`config.mk`:
```
export PLATFORM = sky130hd
export DESIGN_NAME = prio_vec_intc
export DESIGN_NICKNAME = d
export VERILOG_FILES = /design/src/rtl/intc_pkg.sv /design/src/rtl/intc_arbiter.sv /design/src/rtl/intc_stack_guard.sv /design/src/rtl/prio_vec_intc.sv
export SDC_FILE = /design/constraint.sdc
export NUM_CORES = 1
export LEC_CHECK = 0
export BUFFER_PORTS_ARGS = -buffer_cell sky130_fd_sc_hd__buf_2
export CORE_AREA = 2 2 144 146
export CTS_BUF_LIST = sky130_fd_sc_hd__clkbuf_4
export CTS_CLUSTER_DIAMETER = 120
export DETAILED_ROUTE_END_ITERATION = 8
export DIE_AREA = 0 0 146 148
export PLACE_DENSITY = 0.95
export SYNTH_ARGS = -nofsm -noshare
export SYNTH_HDL_FRONTEND = slang
export SYNTH_HIERARCHICAL = 1
export SYNTH_SLANG_ARGS = --single-unit
```
`constraint.sdc`:
```
create_clock -name clk -period 100.4 [get_ports clk]
set_input_delay 20.08 -clock clk [delete_from_list [all_inputs] [get_ports clk]]
set_output_delay 20.08 -clock clk [all_outputs]
set_load 0.01 [all_outputs]
```
`src/rtl/intc_pkg.sv`:
```
package intc_pkg;
    localparam int unsigned NUM_SRC   = 45;
    localparam int unsigned PRIO_W    = 3;
    localparam int unsigned ENTRY_LAT = 5;
    localparam int unsigned VEC_W     = 24;
    localparam int unsigned SP_W      = 16;
    localparam logic [VEC_W-1:0] PRI_BASE = 24'h000004;
    localparam logic [VEC_W-1:0] ALT_BASE = 24'h000084;
endpackage

```
`src/rtl/intc_arbiter.sv`:
```
module intc_arbiter #(
    parameter int unsigned NSRC = 45,
    parameter int unsigned PW   = 3,
    localparam int unsigned IDW = (NSRC > 1) ? $clog2(NSRC) : 1
) (
    input  logic [NSRC-1:0]    req_i,
    input  logic [NSRC-1:0]    en_i,
    input  logic [NSRC*PW-1:0] prio_i,
    input  logic [PW-1:0]      cpu_prio_i,
    output logic               valid_o,
    output logic [IDW-1:0]     win_id_o
);
    logic [PW-1:0] best_prio;

    // Ascending scan with strict compare: lowest index keeps a tie.
    always_comb begin
        valid_o   = 1'b0;
        win_id_o  = '0;
        best_prio = cpu_prio_i;
        for (int i = 0; i < NSRC; i++) begin
            if (req_i[i] && en_i[i] && (prio_i[i*PW +: PW] != '0) &&
                (prio_i[i*PW +: PW] > best_prio)) begin
                valid_o   = 1'b1;
                win_id_o  = IDW'(i);
                best_prio = prio_i[i*PW +: PW];
            end
        end
    end
endmodule

```
`src/rtl/intc_stack_guard.sv`:
```
module intc_stack_guard #(
    parameter int unsigned SW = 16
) (
    input  logic          clk,
    input  logic          rst_n,
    input  logic          push_i,
    input  logic          pop_i,
    input  logic [SW-1:0] addr_i,
    input  logic [SW-1:0] limit_i,
    input  logic [SW-1:0] base_i,
    output logic          trap_o
);
    logic trap_d, trap_q;

    always_comb begin
        trap_d = (push_i && (addr_i > limit_i)) || (pop_i && (addr_i < base_i));
    end

    always_ff @(posedge clk) begin
        if (!rst_n) trap_q <= 1'b0;
        else        trap_q <= trap_d;
    end

    assign trap_o = trap_q;
endmodule

```
`src/rtl/prio_vec_intc.sv`:
```
module prio_vec_intc
    import intc_pkg::*;
#(
    parameter int unsigned NSRC = NUM_SRC,
    parameter int unsigned PW   = PRIO_W,
    parameter int unsigned LAT  = ENTRY_LAT,
    parameter int unsigned AW   = VEC_W,
    parameter int unsigned SW   = SP_W,
    parameter logic [AW-1:0] PRI_VEC_BASE = PRI_BASE,
    parameter logic [AW-1:0] ALT_VEC_BASE = ALT_BASE,
    localparam int unsigned IDW = (NSRC > 1) ? $clog2(NSRC) : 1,
    localparam int unsigned CW  = (LAT > 1) ? $clog2(LAT) : 1
) (
    input  logic               clk,
    input  logic               rst_n,
    input  logic [NSRC-1:0]    irq_req_i,
    input  logic [NSRC-1:0]    irq_en_i,
    input  logic [NSRC*PW-1:0] irq_prio_i,
    input  logic [PW-1:0]      cpu_prio_i,
    input  logic               alt_tbl_i,
    input  logic               sp_push_i,
    input  logic               sp_pop_i,
    input  logic [SW-1:0]      sp_addr_i,
    input  logic [SW-1:0]      sp_limit_i,
    input  logic [SW-1:0]      sp_base_i,
    output logic [NSRC-1:0]    ack_o,
    output logic               entry_o,
    output logic [AW-1:0]      vec_addr_o,
    output logic [IDW-1:0]     src_id_o,
    output logic               trap_o
);
    typedef struct packed {
        logic            busy;
        logic [CW-1:0]   cnt;
        logic            entry;
        logic [NSRC-1:0] ack;
        logic [AW-1:0]   vec;
        logic [IDW-1:0]  id;
    } state_t;

    state_t st_d, st_q;
    logic           win_valid;
    logic [IDW-1:0] win_id;

    intc_arbiter #(.NSRC(NSRC), .PW(PW)) arb_i (
        .req_i      (irq_req_i),
        .en_i       (irq_en_i),
        .prio_i     (irq_prio_i),
        .cpu_prio_i (cpu_prio_i),
        .valid_o    (win_valid),
        .win_id_o   (win_id)
    );

    intc_stack_guard #(.SW(SW)) guard_i (
        .clk     (clk),
        .rst_n   (rst_n),
        .push_i  (sp_push_i),
        .pop_i   (sp_pop_i),
        .addr_i  (sp_addr_i),
        .limit_i (sp_limit_i),
        .base_i  (sp_base_i),
        .trap_o  (trap_o)
    );

    always_comb begin
        st_d       = st_q;
        st_d.entry = 1'b0;
        st_d.ack   = '0;
        if (st_q.busy) begin
            if (st_q.cnt == '0) begin
                st_d.busy  = 1'b0;
                st_d.entry = 1'b1;
            end else begin
                st_d.cnt = st_q.cnt - 1'b1;
            end
        end else if (win_valid) begin
            st_d.busy        = 1'b1;
            st_d.cnt         = CW'(LAT - 1);
            st_d.ack[win_id] = 1'b1;
            st_d.id          = win_id;
            st_d.vec         = (alt_tbl_i ? ALT_VEC_BASE : PRI_VEC_BASE) +
                               (AW'(win_id) << 1);
        end
    end

    always_ff @(posedge clk) begin
        if (!rst_n) st_q <= '0;
        else        st_q <= st_d;
    end

    assign ack_o      = st_q.ack;
    assign entry_o    = st_q.entry;
    assign vec_addr_o = st_q.vec;
    assign src_id_o   = st_q.id;
endmodule

```
# Word-level counts from Yosys, hierarchy flattened
# Cells that the tools add are included.
# Widths: inputs -> output; s select.
# word_totals
ff_bits	81
inputBits	281
output_inout_bits	77
# classes
addsub	2
order_cmp	49
n_eq_ne	1
n_mux	141
n_bitwise	3
n_reduce_logical	190
# ops
cell	n
$mux 3	49
$logic_and 1x1->1	138
$gt 3x3->1	45
$reduce_bool 3->1	45
$mux 5	16
$mux 6	13
$mux 1	49
$mux 4	10
$gt 16x16->1	1
$lt 16x16->1	1
$add 8x7->9	1
$mux 8	1
$lt 6x7->1 const B	1
$demux 1 s6	1
$ge 6x1->1 const B	1
$reduce_and 2->1	3
$mux 2	2
$logic_not 3->1	1
$not 1->1	3
$reduce_or 3->1	1
$sub 3x1->3 const B	1
$ne 2x2->1 const B	1
$reduce_bool 2->1	1
$logic_or 1x1->1	1

# Logic depth before layout (Yosys ltp)
# logic_depth
ltp_word	140
mapped_depth	342
depth_no_buf	340

# Hierarchy
# The synthesis kept the hierarchy.
# by_module_without_submodules
module	n_inst	cells_per_inst	area_per_inst_um2	seq_area_each_um2
intc_arbiter	1	1168	7267.0	0.0
prio_vec_intc	1	287	2632.5	1261.2
intc_stack_guard	1	111	812.0	20.0

# Worst setup path before layout
# Ideal clock, no wire load.
# synth_path
path_kind	input -> register
start	input cpu_prio_i[2]
end	register st_q[78] (netlist bit)
arrival_time_ns	75.706
path_slack_ns	24.574
cell_stages	328
path_buffers	2
cell_sequence	inv_1 -> ha_1 -> and3_1 -> a211oi_4 -> nand2_1 -> o21ai_0 -> ha_1 -> nor2_1 -> a21oi_1 -> a2111oi_0 -> a311o_1 -> nand2_1 -> mux2_2 -> ha_1 -> nor2_1 -> nand2_1 -> a31oi_1 -> o21a_1 -> [... 292 more ...] -> and2_1 -> a21boi_1 -> ha_1 -> nor2b_1 -> o21ai_0 -> inv_1 -> o21ai_1 -> mux2_2 -> ha_1 -> a21o_1 -> a21oi_1 -> a311oi_1 -> inv_1 -> nand3_2 -> or4_1 -> nor2b_2 -> buf_6 -> o31a_1
# synth_via
elab_chain_len	137
word_cells_on_any_way	181
# synth_lines
item	line_no	text
start: declaration	prio_vec_intc.sv:19	input logic [PW-1:0] cpu_prio_i,
$gt 3x3->1	intc_arbiter.sv:22	(prio_i[i*PW +: PW] > best_prio)) begin
$logic_and 1x1->1	intc_arbiter.sv:21	if (req_i[i] && en_i[i] && (prio_i[i*PW +: PW] != '0) &&
$mux 3	intc_arbiter.sv:21	
$gt 3x3->1	intc_arbiter.sv:22	
$logic_and 1x1->1	intc_arbiter.sv:21	
$mux 3	intc_arbiter.sv:21	
$gt 3x3->1	intc_arbiter.sv:22	
$logic_and 1x1->1	intc_arbiter.sv:21	
[... 122 more ...]	-	
$logic_and 1x1->1	intc_arbiter.sv:21	
$mux 3	intc_arbiter.sv:21	
$gt 3x3->1	intc_arbiter.sv:22	
$logic_and 1x1->1	intc_arbiter.sv:21	
$mux 1 *	intc_arbiter.sv:21	
named net win_valid	prio_vec_intc.sv:42	logic win_valid;
$reduce_bool 2->1 (no source line) *	-	
$reduce_and 2->1 (no source line) *	-	
end signal: assignment	prio_vec_intc.sv:88	else st_q <= st_d;
end: declaration	prio_vec_intc.sv:41	state_t st_d, st_q;
# The timed path passes the listed nets; every way through them passes the cells marked *.
# A chain may end at the register's enable or synchronous reset.

# Final worst setup path
# layout_path
start	input cpu_prio_i[2]
end	register st_q, in the netlist ack_o[2]
# layout_via
word_cells_on_any_way	230
# layout_lines
item	line_no
$gt 3x3->1	intc_arbiter.sv:22
$logic_and 1x1->1	intc_arbiter.sv:21
$mux 3	intc_arbiter.sv:21
$gt 3x3->1	intc_arbiter.sv:22
$logic_and 1x1->1	intc_arbiter.sv:21
$mux 3	intc_arbiter.sv:21
$gt 3x3->1	intc_arbiter.sv:22
$logic_and 1x1->1	intc_arbiter.sv:21
[... 122 more ...]	-
$logic_and 1x1->1	intc_arbiter.sv:21
$mux 3	intc_arbiter.sv:21
$gt 3x3->1	intc_arbiter.sv:22
$logic_and 1x1->1	intc_arbiter.sv:21
$mux 1 *	intc_arbiter.sv:21
named net win_valid	prio_vec_intc.sv:42
$not 1->1 (no source line) *	-
$reduce_or 3->1 (no source line) *	-
# Marks and branches as above.

==> impl_metrics.yaml <==
timing:
  tightest_slew_ns: 1.26
  finalSetupTns_ns: 0
  max_freq_ghz: 0.0119
  fin_crit_sh_pct: 83.5
  slew_headroom_pct: 15.4
  fin_crit_ns: 83.81
  hold_violations: 0
  rsz0062_at_grt: "false"
  drv_slew: 0
  finClkSkew_ns: 0.00517
  holdWs_ns: 0.464
  setup_viol: 0
logic_synthesis:
  muxShareOfSynthArea_pct: 2.38
  postSynthAreaPerCell_um2: 6.84
  synth-edff-count: 0
  synthAdderAreaFrac_pct: 11.4
  synth.area.top_cells: "dfxtp_1, ha_1, nor2_1"
  synth-seq-area-share_pct: 12.0
  synthSimpleGateAreaFrac_pct: 30.4
  synthArstFlopShare_pct: 0
  synth_cell_types: 109
  synth_warnings: 6
  synth_top_family_by_area: "compound AO/OA/AOI/OAI gates"
  netlist_area_um2: 10700
  ys_ff_latch: 64
  synth_xor_area_share_pct: 0.245
  synth_top_area_cell: "dfxtp_1"
  synth.top_cell.area_share_pct: 12.0
  syn_inst: 1566
  synth_compound_area_share_pct: 33.0
  ys.flop_type: "dfxtp_1"
routing:
  via_count: 13000
  wl_per_cell_um: 16.6
  drt_first_pass_iters: 7
  initialDrtViolationCount: 888
  viasPerCell: 6.15
  wirelength_um: 35100
  antenna_left: 0
  drc: 0
die:
  die_h_um: 148
  core_um2: 20000
  initial_utilization_pct: 53.5
  rows: 52
  io_pins: 358
  die_area_um2: 21600
  fp.dieW_um: 146
worst_setup_path:
  crit_top_cell: "nor2_1"
  setup.worst_path.end_class: "flop"
  crit_slowest_cell: "nor2b_2"
  critPathArrivalTime_ns: 84.15
  worstPathMaxFanout: 22
  crit_start: "cpu_prio_i[2]"
  worst-r2r-cell-count: 3
  required_ns: 100.74
  slowest_delay_ns: 0.79
  critical_path.startpoint_type: "input pin"
  rr_startpoint: "st_q[79]"
  critical_path_class: "in -> reg"
grt:
  grt_pass1_vias: 12300
  grt_start_max_net_pins: 29
  overflow: 0
  track_usage_pct: 30.9
  antenna_found_initial: 3
  grt_pass1_wl_um: 57000
placed_design:
  place_hpwl_um: 29300
  port_buffers: 341
  place_congestion: 1.03
cells_and_area:
  drive_gt1_share_pct: 23.8
  areaGrowthSynthToFinish_pct: 15.3
  final_cell_mix: "buf_2, nor2_1, nand2_1"
  final_common_cell: "buf_2"
  fin_nets: 2208
worst_hold_path:
  worstHoldPathType: "reg -> reg"
  hp-start: "src_id_o[1]"
  whs_path_depth: 2
clocking:
  holdBufCountCts: 0
  clock_path_buffers: 2
  cts_tree: "done"
  cts_resized: 0
  clock_latency_ns: 0.41
  cts_root_buf: "clkbuf_4"
  post-cts-setup-buffers: 0
  cts_sinks: 64
  htreeDepth: 3
  worst_setup_hold_path_clk_slew_ns: 0.11
  cts_made_buffers: 9
outcome:
  status: "complete, no violations"
power:
  vdd_ir_drop_max_v: 0.0000100
  p_leak_nw: 6.15
  p_per_area_nw_per_um2: 17.7
run:
  cap_violations: 0
==> final cells by class <==
class | instances | area [um2]
multi-input combinational | 1297 | 8360
fill | 1859 | 7690
timing repair buffer | 342 | 1710
sequential | 64 | 1280
inverter | 125 | 469
tap | 270 | 338
clock inverter | 7 | 119
clock buffer | 9 | 67.6
antenna | 3 | 7.51
==> critical path: cells and delay by family <==
| family | cells | cell delay, ns |
|---|---|---|
| adders and majority gates | 54 | 14.74 |
| and+or+nand+nor | 119 | 17.68 |
| buffers and inverters | 11 | 0.89 |
| AOI/OAI and AO/OA | 134 | 26.57 |
| muxes | 12 | 4.20 |
==> metrics by stage <==
stage / total power, W / std cells / util, % / cell area (um2) / setup WS [ns]
after global placement: 0.000186 / 2098 / 60.7 / 12200 / 19.75
final: 0.000218 / 2117 / 61.6 / 12400 / 16.59
after detailed placement: 0.000193 / 2098 / 60.7 / 12200 / 17.18
after floorplan: 0.000157 / 1581 / - / 10800 / 24.57
after global routing: 0.000239 / 2117 / 61.6 / 12400 / 10.94
after CTS: 0.000216 / 2114 / 61.6 / 12300 / 17.39
==> kinds of logic after synthesis <==
logic type | count (synthesis)
AO/OA/AOI/OAI | 486
XOR/XNOR | 3
adder cells (fa/ha/maj) | 100
buffers and inverters | 220
flip-flops | 64
multiplexers | 24
other | 1
AND/OR/NAND/NOR | 668
==> registers in the layout, summed over array words and instances, names as in the netlist <==
signal / flops
ack_o: 45
vec_addr_o: 7
src_id_o: 6
st_q: 4
entry_o: 1
guard_i/trap_o: 1
==> path summary, 6_finish.rpt <==
kind                            slack [ns]           to
worst min register to register        0.46  src_id_o[1]
worst min-delay path                  0.46  src_id_o[1]
worst max register to register       98.52     ack_o[2]
worst max-delay path                 16.59     ack_o[2]
==> where the power goes <==
group / switching, W / internal, W / leakage (nW)
Combinational: 0.000100 / 0.0000640 / 5.54
Clock: 0.00000968 / 0.0000126 / 0.0942
Sequential: 0.00000201 / 0.0000293 / 0.520
==> routing by layer <==
metal,up-vias,share of wire (%),global-route usage (%)
met4,0,4.5,13.0
li1,6250,-,-
met5,-,0,0
met1,5937,38,34.2
met2,703,50,59.5
met3,129,6.7,3.55
==> synth_stat cells (all sizes together), types with 15 or more instances <==
cell,instances
a211oi,18
a21boi,15
a21o,21
a21oi,101
a31oi,27
and2,40
and3,42
buf,88
dfxtp,64
ha,88
inv,125
nand2,158
nand2b,16
nand3,77
nand4,28
nor2,196
nor2b,17
nor3,43
o211ai,28
o21a,21
o21ai,95
or2,15
Note: power is estimated with default switching activity, not from simulation.
